<file path="src/rtl/divcfg_pkg.sv">
package divcfg_pkg;
  typedef enum logic [1:0] {
    TSEL_LOW   = 2'b00,
    TSEL_SDATA = 2'b01,
    TSEL_FB    = 2'b10,
    TSEL_SYN   = 2'b11
  } tsel_e;

  localparam int T_W = 2;

  // pick the TEST level for a selector; clock legs gated by master reset
  function automatic logic test_pick(input tsel_e sel, input logic sdata,
                                     input logic fb, input logic syn,
                                     input logic gate);
    logic r;
    case (sel)
      TSEL_SDATA: r = sdata;
      TSEL_FB:    r = fb & ~gate;
      TSEL_SYN:   r = syn & ~gate;
      default:    r = 1'b0;
    endcase
    return r;
  endfunction

  function automatic logic rise(input logic cur, input logic prv);
    return cur & ~prv;
  endfunction

  function automatic logic fall(input logic cur, input logic prv);
    return ~cur & prv;
  endfunction
endpackage

</file>
<file path="src/rtl/divcfg_sync.sv">
module divcfg_sync #(
  parameter int W      = 1,
  parameter int STAGES = 2
) (
  input  logic         clk,
  input  logic         rst_n,
  input  logic [W-1:0] d,
  output logic [W-1:0] q,
  output logic [W-1:0] q_prev
);
  logic [W-1:0] st [STAGES];

  always_ff @(posedge clk) begin
    if (!rst_n) begin
      for (int i = 0; i < STAGES; i++) st[i] <= d;
      q_prev <= d;
    end else begin
      st[0] <= d;
      for (int i = 1; i < STAGES; i++) st[i] <= st[i-1];
      q_prev <= st[STAGES-1];
    end
  end

  assign q = st[STAGES-1];
endmodule

</file>
<file path="src/rtl/divcfg_shreg.sv">
module divcfg_shreg #(
  parameter int FRAME_W = 14
) (
  input  logic               clk,
  input  logic               rst_n,
  input  logic               shift_en,
  input  logic               din,
  output logic [FRAME_W-1:0] sreg
);
  always_ff @(posedge clk) begin
    if (!rst_n)        sreg <= '0;
    else if (shift_en) sreg <= {sreg[FRAME_W-2:0], din};
  end
endmodule

</file>
<file path="src/rtl/divcfg_store.sv">
module divcfg_store #(
  parameter int M_W = 9,
  parameter int N_W = 2,
  parameter int T_W = 2
) (
  input  logic           clk,
  input  logic           rst_n,
  input  logic [M_W-1:0] raw_m,
  input  logic [N_W-1:0] raw_n,
  input  logic           par_latch,
  input  logic [M_W-1:0] par_m_s,
  input  logic [N_W-1:0] par_n_s,
  input  logic           ser_latch,
  input  logic [M_W-1:0] frm_m,
  input  logic [N_W-1:0] frm_n,
  input  logic [T_W-1:0] frm_t,
  output logic [M_W-1:0] hold_m,
  output logic [N_W-1:0] hold_n,
  output logic [T_W-1:0] hold_t
);
  always_ff @(posedge clk) begin
    if (!rst_n) begin
      hold_m <= raw_m;
      hold_n <= raw_n;
      hold_t <= '0;
    end else if (ser_latch) begin
      hold_m <= frm_m;
      hold_n <= frm_n;
      hold_t <= frm_t;
    end else if (par_latch) begin
      hold_m <= par_m_s;
      hold_n <= par_n_s;
    end
  end
endmodule

</file>
<file path="src/rtl/divcfg_testmux.sv">
module divcfg_testmux
  import divcfg_pkg::*;
(
  input  logic [T_W-1:0] sel,
  input  logic           par_mode,
  input  logic           mr_s,
  input  logic           sdata_s,
  input  logic           fb,
  input  logic           syn,
  output logic           test
);
  always_comb begin
    if (par_mode) test = 1'b0;
    else          test = test_pick(tsel_e'(sel), sdata_s, fb, syn, mr_s);
  end
endmodule

</file>
<file path="src/rtl/synth_divcfg.sv">
module synth_divcfg
  import divcfg_pkg::*;
#(
  parameter int M_W         = 9,
  parameter int N_W         = 2,
  parameter int PAD_W       = 1,
  parameter int SYNC_STAGES = 2
) (
  input  logic           clk,
  input  logic           rst_n,
  input  logic           par_ld_n,
  input  logic [M_W-1:0] par_m,
  input  logic [N_W-1:0] par_n,
  input  logic           ser_clk,
  input  logic           ser_dat,
  input  logic           ser_ld,
  input  logic           mrst,
  input  logic           fb_clk,
  input  logic           syn_clk,
  output logic [M_W-1:0] m_out,
  output logic [N_W-1:0] n_out,
  output logic [T_W-1:0] t_out,
  output logic           test_out
);
  localparam int N_LSB   = M_W;
  localparam int PAD_LSB = N_LSB + N_W;
  localparam int T_LSB   = PAD_LSB + PAD_W;
  localparam int FRAME_W = T_LSB + T_W;
  localparam int PIN_W   = 5 + N_W + M_W;

  // synchronized pin bundle
  logic [PIN_W-1:0] pins_raw, pins_s, pins_p;
  assign pins_raw = {mrst, ser_ld, ser_clk, ser_dat, par_ld_n, par_n, par_m};

  divcfg_sync #(.W(PIN_W), .STAGES(SYNC_STAGES)) u_sync (
    .clk(clk), .rst_n(rst_n), .d(pins_raw), .q(pins_s), .q_prev(pins_p)
  );

  logic           mr_s, sl_s, sl_p, sc_s, sc_p, sd_s, pl_s, pl_p;
  logic [M_W-1:0] pm_s;
  logic [N_W-1:0] pn_s;
  assign {mr_s, sl_s, sc_s, sd_s, pl_s, pn_s, pm_s} = pins_s;
  assign sl_p = pins_p[PIN_W-2];
  assign sc_p = pins_p[PIN_W-3];
  assign pl_p = pins_p[M_W+N_W];

  // named events
  logic shift_en, ser_evt, ser_latch, par_latch, live;
  assign shift_en  = pl_s & rise(sc_s, sc_p);
  assign ser_evt   = pl_s & rise(sl_s, sl_p);
  assign ser_latch = pl_s & live & fall(sl_s, sl_p);
  assign par_latch = rise(pl_s, pl_p);

  always_ff @(posedge clk) begin
    if (!rst_n)          live <= 1'b0;
    else if (!pl_s)      live <= 1'b0;
    else if (ser_evt)    live <= 1'b1;
    else if (ser_latch)  live <= 1'b0;
  end

  logic [FRAME_W-1:0] sreg;
  divcfg_shreg #(.FRAME_W(FRAME_W)) u_shreg (
    .clk(clk), .rst_n(rst_n), .shift_en(shift_en), .din(sd_s), .sreg(sreg)
  );

  logic [M_W-1:0] frm_m, hold_m;
  logic [N_W-1:0] frm_n, hold_n;
  logic [T_W-1:0] frm_t, hold_t;
  assign frm_m = sreg[M_W-1:0];
  assign frm_n = sreg[PAD_LSB-1:N_LSB];
  assign frm_t = sreg[FRAME_W-1:T_LSB];

  divcfg_store #(.M_W(M_W), .N_W(N_W), .T_W(T_W)) u_store (
    .clk(clk), .rst_n(rst_n), .raw_m(par_m), .raw_n(par_n),
    .par_latch(par_latch), .par_m_s(pm_s), .par_n_s(pn_s),
    .ser_latch(ser_latch), .frm_m(frm_m), .frm_n(frm_n), .frm_t(frm_t),
    .hold_m(hold_m), .hold_n(hold_n), .hold_t(hold_t)
  );

  always_comb begin
    if (!pl_s) begin
      m_out = pm_s;
      n_out = pn_s;
      t_out = hold_t;
    end else if (live) begin
      m_out = frm_m;
      n_out = frm_n;
      t_out = frm_t;
    end else begin
      m_out = hold_m;
      n_out = hold_n;
      t_out = hold_t;
    end
  end

  divcfg_testmux u_tmux (
    .sel(t_out), .par_mode(~pl_s), .mr_s(mr_s), .sdata_s(sd_s),
    .fb(fb_clk), .syn(syn_clk), .test(test_out)
  );
endmodule

</file>
<file path="config.mk">
export PLATFORM = sky130hd
export DESIGN_NAME = synth_divcfg
export DESIGN_NICKNAME = d
export VERILOG_FILES = /design/src/rtl/divcfg_pkg.sv /design/src/rtl/divcfg_sync.sv /design/src/rtl/divcfg_shreg.sv /design/src/rtl/divcfg_store.sv /design/src/rtl/divcfg_testmux.sv /design/src/rtl/synth_divcfg.sv
export SDC_FILE = /design/constraint.sdc
export NUM_CORES = 1
export LEC_CHECK = 0
export BUFFER_PORTS_ARGS = -buffer_cell sky130_fd_sc_hd__clkbuf_2
export CORE_MARGIN = 5
export CORE_UTILIZATION = 50
export CTS_BUF_LIST = sky130_fd_sc_hd__clkbuf_4 sky130_fd_sc_hd__clkbuf_8
export DETAILED_ROUTE_END_ITERATION = 16
export PLACE_DENSITY = 0.82
export SYNTH_ARGS = -nofsm -noshare
export SYNTH_HDL_FRONTEND = slang
export SYNTH_SLANG_ARGS = --single-unit
</file>
<file path="constraint.sdc">
create_clock -name clk -period 1.9 [get_ports clk]
set_clock_uncertainty 0.2 [all_clocks]
set_input_delay 0.19 -clock clk [delete_from_list [all_inputs] [get_ports clk]]
set_output_delay 0.19 -clock clk [all_outputs]
set_load 0.05 [all_outputs]
</file>
==> run metrics, run 1 <==
die height=80.3 µm; VDD IR max=0.772 mV; final setup vio count=1; vias=1,874; multi-input combinational cell area=1070 µm²; 1st-iter DRT viols=141; Worst path slowest cell=dfxtp_4; First-pass DRT Iterations=4; mean number of vias per cell=5.11; slowest stage delay, CP=360 ps; TritonCTS Buffers=9; Seq pwr share=0.457; outcome=finished, violations left; dpl ws=126 ps; most common cell in the netlist=dfxtp_1; Avg WL per Cell=14.7 µm; internal power=2400 µW; Die Footprint=6450 µm²; #FFs+latches synth=63; CP delay by family, top=flip-flops; worst skew pair latency=340 ps; DR DRC count=0; Sw Pwr=827 µW; H-tree Lvls=3; final wirelength=5400 µm; initial antenna violation count=0; clock slew at reported path FFs=70 ps; Async SR Flop Fraction=0; Switching Share=0.256; ant diodes=0; Synth area leader=dfxtp_1; core area=4750 µm²; setup_tns=-1.61 ps; pins over their slew limit=0; Tot Pwr=3230 µW; number of flops mapped to enable cells by yosys=11; Starting Density=0.520; Synth Net Count=262; post-synthesis mux area share=0.170; Final Cycle Share=1.00; failing checks=setup timing; critical path peak fanout=5; main combinational cell family by area after synthesis=multiplexers; Worst Hold Class=in -> reg; final core utilization=0.713; first-pass GRT wire length=9190 µm; Pleak=0.00145 µW; TritonCTS clock tree=built; power density over the cells=952 nW/µm²; CP arrival=1510 ps; Primary FF master, synth=dfxtp_1; clock group share of total power=0.378; Nets=315; post-synth top area share=0.421; Logic pwr share=0.165; Startpoint Class=flop; Worst Slack Setup Final=-1.61 ps; Clock Tree Buf Depth=2; DP HPWL=3140 µm; register area=1380 µm²; RSZ-0062 raised after global routing=true; YS warnings=0; Synth cell types=24; CP Class=reg -> out; GRT Overall Usage=0.193; worst-path cell chain=nand2_4 > mux2i_2 > o211ai_1 > a21oi_2 > buf_12; dominant cells by area after synthesis=dfxtp_1 (42%), edfxtp_1 (13%), mux2i_1 (10%), mux2_2 (6.8%), nand2_1 (6.4%); largest net degree at the start of global routing=27; vias in the first global route=1,874; Fin. Hold Viols=0; synth-to-layout area growth=37.1%; sequential area share after synthesis=0.555; Synth Area in XOR/XNOR=0; remaining global-route overflow=0; IO Pins=34; Synth Area in Compound Gates=0.100; CP Buf/Inv Count=1; CP required=1510 ps; share of cells above drive strength 1=0.323; Die Wd=80.3 µm; most common library cells after synthesis=dfxtp_1 (52), nand2_1 (42), mux2i_1 (25); Post-DRT Antenna Nets=0; CP endpoint kind=primary output; filler instances=348; num rows=25; Buffers on Ports=33; synthesized cell area=2470 µm²; worst-margin pin slew=407 ps; routability cong.=0.746; Syn Inst Count=242; max cap viols=0; clock sinks=63; Tmin final=1900 ps; post-synthesis simple-gate area fraction=0.132; Synth Area in Adders=0; syn_area_per_cell=10.2 µm²; fmax=526 MHz; clock root buffer=clkbuf_8; max_slew headroom=0.729
==> metal layers <==
layer | GRT usage | wire length (µm) | share of wire
met1 | 0.232 | 2330 | 0.43
met2 | 0.305 | 2650 | 0.49
met3 | 0.0740 | 257 | 0.048
met4 | 0.0895 | 163 | 0.030
met5 | 0 | 0 | 0
==> power groups by stage <==
stage | clock network, µW | logic [µW] | registers, µW
4_1_cts | 1220 | 530 | 1470
5_1_grt | 1310 | 571 | 1480
2_1_floorplan | 0 | 287 | 1490
3_3_place_gp | 0 | 479 | 1500
6_report | 1220 | 533 | 1470
3_5_place_dp | 0 | 487 | 1500
==> worst register-to-register path, delay by kind of cell (launching register included) <==
| family | cells | cell delay [ps] |
|---|---|---|
| compound gates | 1 | 100 |
| flops | 1 | 330 |
| simple gates | 1 | 430 |
| mux | 1 | 210 |
| buf+inv | 2 | 280 |
==> layout by cell type (no fill, tap or decap), types with 3 or more instances in the layout <==
cell type and count:
mux2i_2 4, buf_12 16, nor2_1 23, a21oi_2 12, nand2b_1 4, clkbuf_2 21
mux2i_1 21, edfxtp_1 11, dfxtp_1 49, mux2_2 14, dlygate4sd3_1 16, a21boi_0 13
clkbuf_8 11, buf_4 4, nand2_1 42, a21oi_1 12, inv_1 3
==> registers in the layout, summed over array words and instances, names as in the netlist <==
signal,count
u_store.hold_t,2
u_sync.q_prev,3
u_store.hold_n,2
u_store.hold_m,9
u_shreg.sreg,14
live,1
u_sync.st,32
==> repair_timing <==
| item | in CTS | in global routing |
|---|---|---|
| resized for setup | 12 | 5 |
| pin swaps | 3 | 6 |
| setup endpoints to repair | 4 | 8 |
| endpoints found under the hold margin | 37 | 0 |
| hold buffers | 16 | 0 |
| setup buffers | 2 | 1 |
==> final timing paths <==
path | startpoint | end | slack, ps | cells past startpoint
setup reg to reg | u_sync.q_prev[14] | u_store.hold_m[8] | 100 | 5
hold / removal | rst_n | u_shreg.sreg[6] | 170 | 2
hold reg to reg | u_sync.st[0][11] | u_sync.st[0][27] | 220 | 2
setup / recovery | live | test_out | -2 | 5
==> kinds of logic after synthesis <==
family                 after synthesis
and+or+nand+nor                     77
DFF                                 63
AOI/OAI and AO/OA                   42
muxes                               40
buffers and inverters               20
==> through the flow <==
step	hold WS, ps	instance area, µm²	instances
final	170	3390	367
after global routing	188	3390	367
after CTS	177	3370	366
after detailed placement	109	2940	332
after global placement	108	2940	332
after floorplan	17.7	2510	242
==> cell type report <==
type | count | area share
clock inverter | 3 | 0.0122
inverter | 3 | 0.00332
multi-input combinational | 159 | 0.315
clock buffer | 13 | 0.0491
tap | 67 | 0.0247
sequential | 63 | 0.407
timing repair buffer | 59 | 0.189
No activity file was read; power rests on OpenSTA's default activity.
==> run 2: changes to the inputs <==
Settings changed: CORE_ASPECT_RATIO set to 1.2.
==> run metrics, run 2 (synthesized netlist as in run 1, its figures left out) <==
outcome=completed; final setup vio count=0 (-1); Sw Pwr=789 µW (-4.6%); final core utilization=0.692 (-0.0204); Worst Hold Class=in -> reg; CP endpoint kind=primary output; Switching Share=0.246 (-0.00991); Die Wd=74.2 µm (-7.6%); die height=87.0 µm (+8.4%); commonest non-fill, non-tap cell in the layout=dfxtp_1; register area=1380 µm² (+0.18%); multi-input combinational cell area=1080 µm² (+0.94%); remaining global-route overflow=0 (unchanged); CP arrival=1490 ps (-20 ps); internal power=2410 µW (+0.55%); DR DRC count=0 (unchanged); routability cong.=0.720 (-3.4%); Reg with most FFs=u_sync.st; IO Pins=34 (unchanged); clock slew at reported path FFs=70 ps (about the same); GRT Overall Usage=0.168 (-0.0252); Final Non-Filler Cells=360 (-1.9%); synth-to-layout area growth=36.4%; Buffers on Ports=33 (unchanged); biggest regs=u_sync.st: 32 flops, u_shreg.sreg: 14 flops, u_store.hold_m: 9 flops; DP Cell Count=326 (-1.8%); CP required=1510 ps (about the same); initial antenna violation count=0 (unchanged); Fin. Hold Viols=0 (unchanged); final wirelength=4860 µm (-10%); Die Footprint=6450 µm² (about the same); RSZ-0062 raised after global routing=true; Seq pwr share=0.459 (+0.002); Final Cycle Share=0.989 (-0.0115); Pleak=0.00144 µW (-0.24%); Tot Pwr=3200 µW (-0.77%); power density over the cells=950 nW/µm² (-0.26%); fmax=532 MHz (+1.2%); worst skew pair latency=340 ps (about the same); worst-margin pin slew=464 ps (+56.9 ps); critical path peak fanout=5 (unchanged); clock group share of total power=0.377 (about the same); share of cells above drive strength 1=0.320 (-0.00333); clock root buffer=clkbuf_8; pins over their slew limit=0 (unchanged); vias=1,836 (-2.0%); Clock Tree Buf Depth=2 (unchanged); mean number of vias per cell=5.10 (-0.12%); Starting Density=0.507 (-0.0123); largest net degree at the start of global routing=27 (unchanged); filler instances=372 (+6.9%); CP Class=reg -> out; vias in the first global route=1,803 (-3.8%); DP HPWL=3060 µm (-2.5%); first-pass GRT wire length=8070 µm (-12%); Tmin final=1880 ps (-21.8 ps); Hold WS=214 ps (+43.4 ps); Nets=315 (unchanged); TritonCTS clock tree=built; 1st-iter DRT viols=63 (-55%); VDD IR max=0.808 mV (+4.8%); TritonCTS Buffers=9 (unchanged); clock sinks=63 (unchanged); Post-DRT Antenna Nets=0 (unchanged); First-pass DRT Iterations=4 (unchanged); Avg WL per Cell=13.5 µm (-8.4%); ant diodes=0 (unchanged); commonest cells after routing, fill and taps aside=dfxtp_1 (49), nand2_1 (42), nor2_1 (23), mux2i_1 (22), clkbuf_2 (21); Largest register FFs=32 (unchanged); core area=4870 µm² (+2.4%); max_slew headroom=0.691 (-0.0380); H-tree Lvls=3 (unchanged); num rows=28 (+12%); max cap viols=0 (unchanged); Startpoint Class=flop; Logic pwr share=0.164 (about the same)
run 2: power groups by stage:
stage               sequential (µW)  combinational, µW  clock [µW]
global placement               1500                480           0
detailed placement             1500                486           0
finish                         1470                524        1210
CTS                            1470                521        1240
floorplan                      1490                287           0
global route                   1480                559        1310
run 2: critical path: stages (launching register included):
cell and delay (ps):
dfxtp_4 360, nand2_4 110, mux2i_4 240, o211ai_1 110
a21oi_2 160, buf_8 160
run 2: cell type report:
type,instances,share of cell area
well taps,60,0.0223
clock buffers,13,0.0512
flip-flops and latches,63,0.409
clock inverters,3,0.0119
inverters,3,0.00334
multi-input cells,159,0.319
repair buffers,59,0.183
run 2: path summary, 6_finish.rpt:
check,start,to,slack [ps],depth (start not counted)
min,rst_n,u_shreg.sreg[12],210,2
min reg2reg,u_sync.st[0][14],u_sync.st[0][30],230,2
max reg2reg,u_sync.st[0][27],u_store.hold_m[1],80,5
max,u_sync.st[0][27],test_out,20,5
run 2: metal layers:
metal  track usage  vias up  wire, µm
met5             0        -         0
met4         0.104        0       126
met3        0.0508       11       207
met2         0.262       37      2430
met1         0.200      863      2090
li1              -      925         -
run 2: timing repair:
item | in CTS | in global routing
setup buffers | 2 | 0
pin swaps | 3 | 2
endpoints found under the hold margin | 42 | 0
setup endpoints to repair | 12 | 5
gates resized for setup | 14 | 8
hold buffers | 16 | 0
run 2: per-stage QoR:
stage	instance area [µm²]	setup WS, ps	setup TNS, ps
2_1_floorplan	2510	-30.5	-30.5
3_3_place_gp	2910	130	0
3_5_place_dp	2910	85.8	0
4_1_cts	3340	7.44	0
5_1_grt	3370	-67.6	-88.7
6_report	3370	20.2	0
==> run 3: changes to the inputs <==
Settings changed: CTS_BUF_LIST sky130_fd_sc_hd__clkbuf_4 sky130_fd_sc_hd__clkbuf_8 to sky130_fd_sc_hd__clkbuf_16.
==> run metrics, run 3 (synthesized netlist as in run 1, its figures left out) <==
setup_tns=0 ps (unchanged); Pleak=0.00146 µW (+0.82%); final core utilization=0.698 (+0.00617); clock sinks=63 (unchanged); outcome=completed; CP delay by family, top=flip-flops; commonest non-fill, non-tap cell in the layout=dfxtp_1; VDD IR max=0.794 mV (-1.7%); initial antenna violation count=0 (unchanged); worst-margin pin slew=461 ps (-3.19 ps); commonest cells after routing, fill and taps aside=dfxtp_1 (49), nand2_1 (42), mux2i_1 (24), nor2_1 (23), clkbuf_2 (21); fmax=540 MHz (+1.6%); Largest register FFs=32 (unchanged); Die Wd=74.2 µm (unchanged); Clock Tree Buf Depth=2 (unchanged); post-CTS setup buffer count=0 (-2); DR DRC count=0 (unchanged); Buffers on Ports=33 (unchanged); pins over their slew limit=0 (unchanged); largest net degree at the start of global routing=27 (unchanged); critical path peak fanout=5 (unchanged); filler instances=361 (-3.0%); CP Buf/Inv Count=2 (+1); core area=4870 µm² (unchanged); num rows=28 (unchanged); remaining global-route overflow=0 (unchanged); Startpoint Class=flop; first-pass GRT wire length=8150 µm (+1.0%); H-tree Lvls=3 (unchanged); Fin. Hold Viols=0 (unchanged); max cap viols=0 (unchanged); CP required=1510 ps (about the same); RSZ-0062 raised after global routing=true; synth-to-layout area growth=37.6%; mean number of vias per cell=5.20 (+2.0%); max_slew headroom=0.693 (+0.00213); CP endpoint kind=primary output; Final Non-Filler Cells=358 (-0.56%); CP arrival=1460 ps (-30 ps); Worst Hold Class=in -> reg; Worst path slowest cell=dfxtp_4; GRT Overall Usage=0.170 (+0.00174); Avg WL per Cell=13.4 µm (-0.35%); TritonCTS Buffers=9 (unchanged); cell area after layout=3400 µm² (+0.89%); Final Cycle Share=0.974 (-0.0152); biggest regs=u_sync.st: 32 flops, u_shreg.sreg: 14 flops, u_store.hold_m: 9 flops; power density over the cells=1030 nW/µm² (+8.4%); Tmin final=1850 ps (-28.8 ps); Reg with most FFs=u_sync.st; worst-path cell chain=buf_6 > mux2_4 > o21ai_2 > a21oi_2 > buf_8; final setup vio count=0 (unchanged); Die Footprint=6450 µm² (unchanged); placed instance area=2910 µm² (unchanged); First-pass DRT Iterations=4 (unchanged); share of cells above drive strength 1=0.289 (-0.0314); CP Class=reg -> out; DP Cell Count=326 (unchanged); vias=1,863 (+1.5%); clock root buffer=clkbuf_16; TritonCTS clock tree=built; ant diodes=0 (unchanged); Post-DRT Antenna Nets=0 (unchanged); vias in the first global route=1,801 (-0.11%); DP HPWL=3060 µm (unchanged); 1st-iter DRT viols=94 (+49%); Starting Density=0.507 (unchanged); routability cong.=0.720 (unchanged); slowest stage delay, CP=360 ps (about the same); die height=87.0 µm (unchanged); Tot Pwr=3500 µW (+9.4%); final wirelength=4810 µm (-0.91%); clock slew at reported path FFs=50 ps (-20 ps); worst skew pair latency=320 ps (-20 ps); IO Pins=34 (unchanged); Nets=313 (-0.63%)
[run 3: cell types whose count changed in the layout (fill, tap and decap cells not counted), sizes merged]
cell | previous run | this run
clkinv | 2 | 5
clkbuf | 34 | 30
inv | 3 | 4
buf | 22 | 20
[run 3: power by group]
group          switching, µW  internal (µW)  leakage [µW]
clock                    526            988      0.000143
combinational            270            244      0.000771
sequential              30.2           1440      0.000542
[run 3: final timing paths]
| path | slack, ps | cells past startpoint | endpoint | from |
|---|---|---|---|---|
| worst max-delay path | 50 | 5 | test_out | live |
| worst min-delay path | 220 | 2 | u_shreg.sreg[12] | rst_n |
| worst max register to register | 70 | 5 | u_store.hold_n[0] | u_sync.st[0][27] |
| worst min register to register | 230 | 2 | u_sync.st[0][30] | u_sync.st[0][14] |
[run 3: cell type report]
class / count / area, µm² / share of cell area
Sequential cell: 63 / 1380 / 0.405
Multi-Input combinational cell: 159 / 1060 / 0.312
Timing Repair Buffer: 57 / 597 / 0.175
Clock buffer: 9 / 225 / 0.0662
Tap cell: 60 / 75.1 / 0.0221
Clock inverter: 7 / 55.1 / 0.0162
Inverter: 3 / 11.3 / 0.00331
[run 3: repair_timing]
item,4_1_cts,5_1_grt
endpoints found under the setup margin,5,4
gates resized for setup,9,8
hold buffers,16,0
pin swaps,0,2
endpoints found under the hold margin,35,0
[run 3: stage by stage]
step                      hold slack, ps  worst slack, ps
after global placement               109              130
after global routing                 258            -13.2
after floorplan                     17.7            -30.5
after detailed placement             112             85.8
final                                222             49.0
after CTS                            219            -3.09
[run 3: layer usage]
layer | global-route usage | routed length (µm) | share of wire | vias to the layer above
met5 | 0 | 0 | 0 | -
met4 | 0.132 | 144 | 0.030 | 0
met3 | 0.0346 | 205 | 0.043 | 12
met2 | 0.269 | 2440 | 0.51 | 41
met1 | 0.197 | 2020 | 0.42 | 883
li1 | - | - | - | 927
[run 3: worst register-to-register path, stage by stage, from the launching register on]
cell and delay, ps:
dfxtp_2 360, nand2_4 90, or3_1 440, buf_4 230, mux2i_1 170, a21oi_1 100
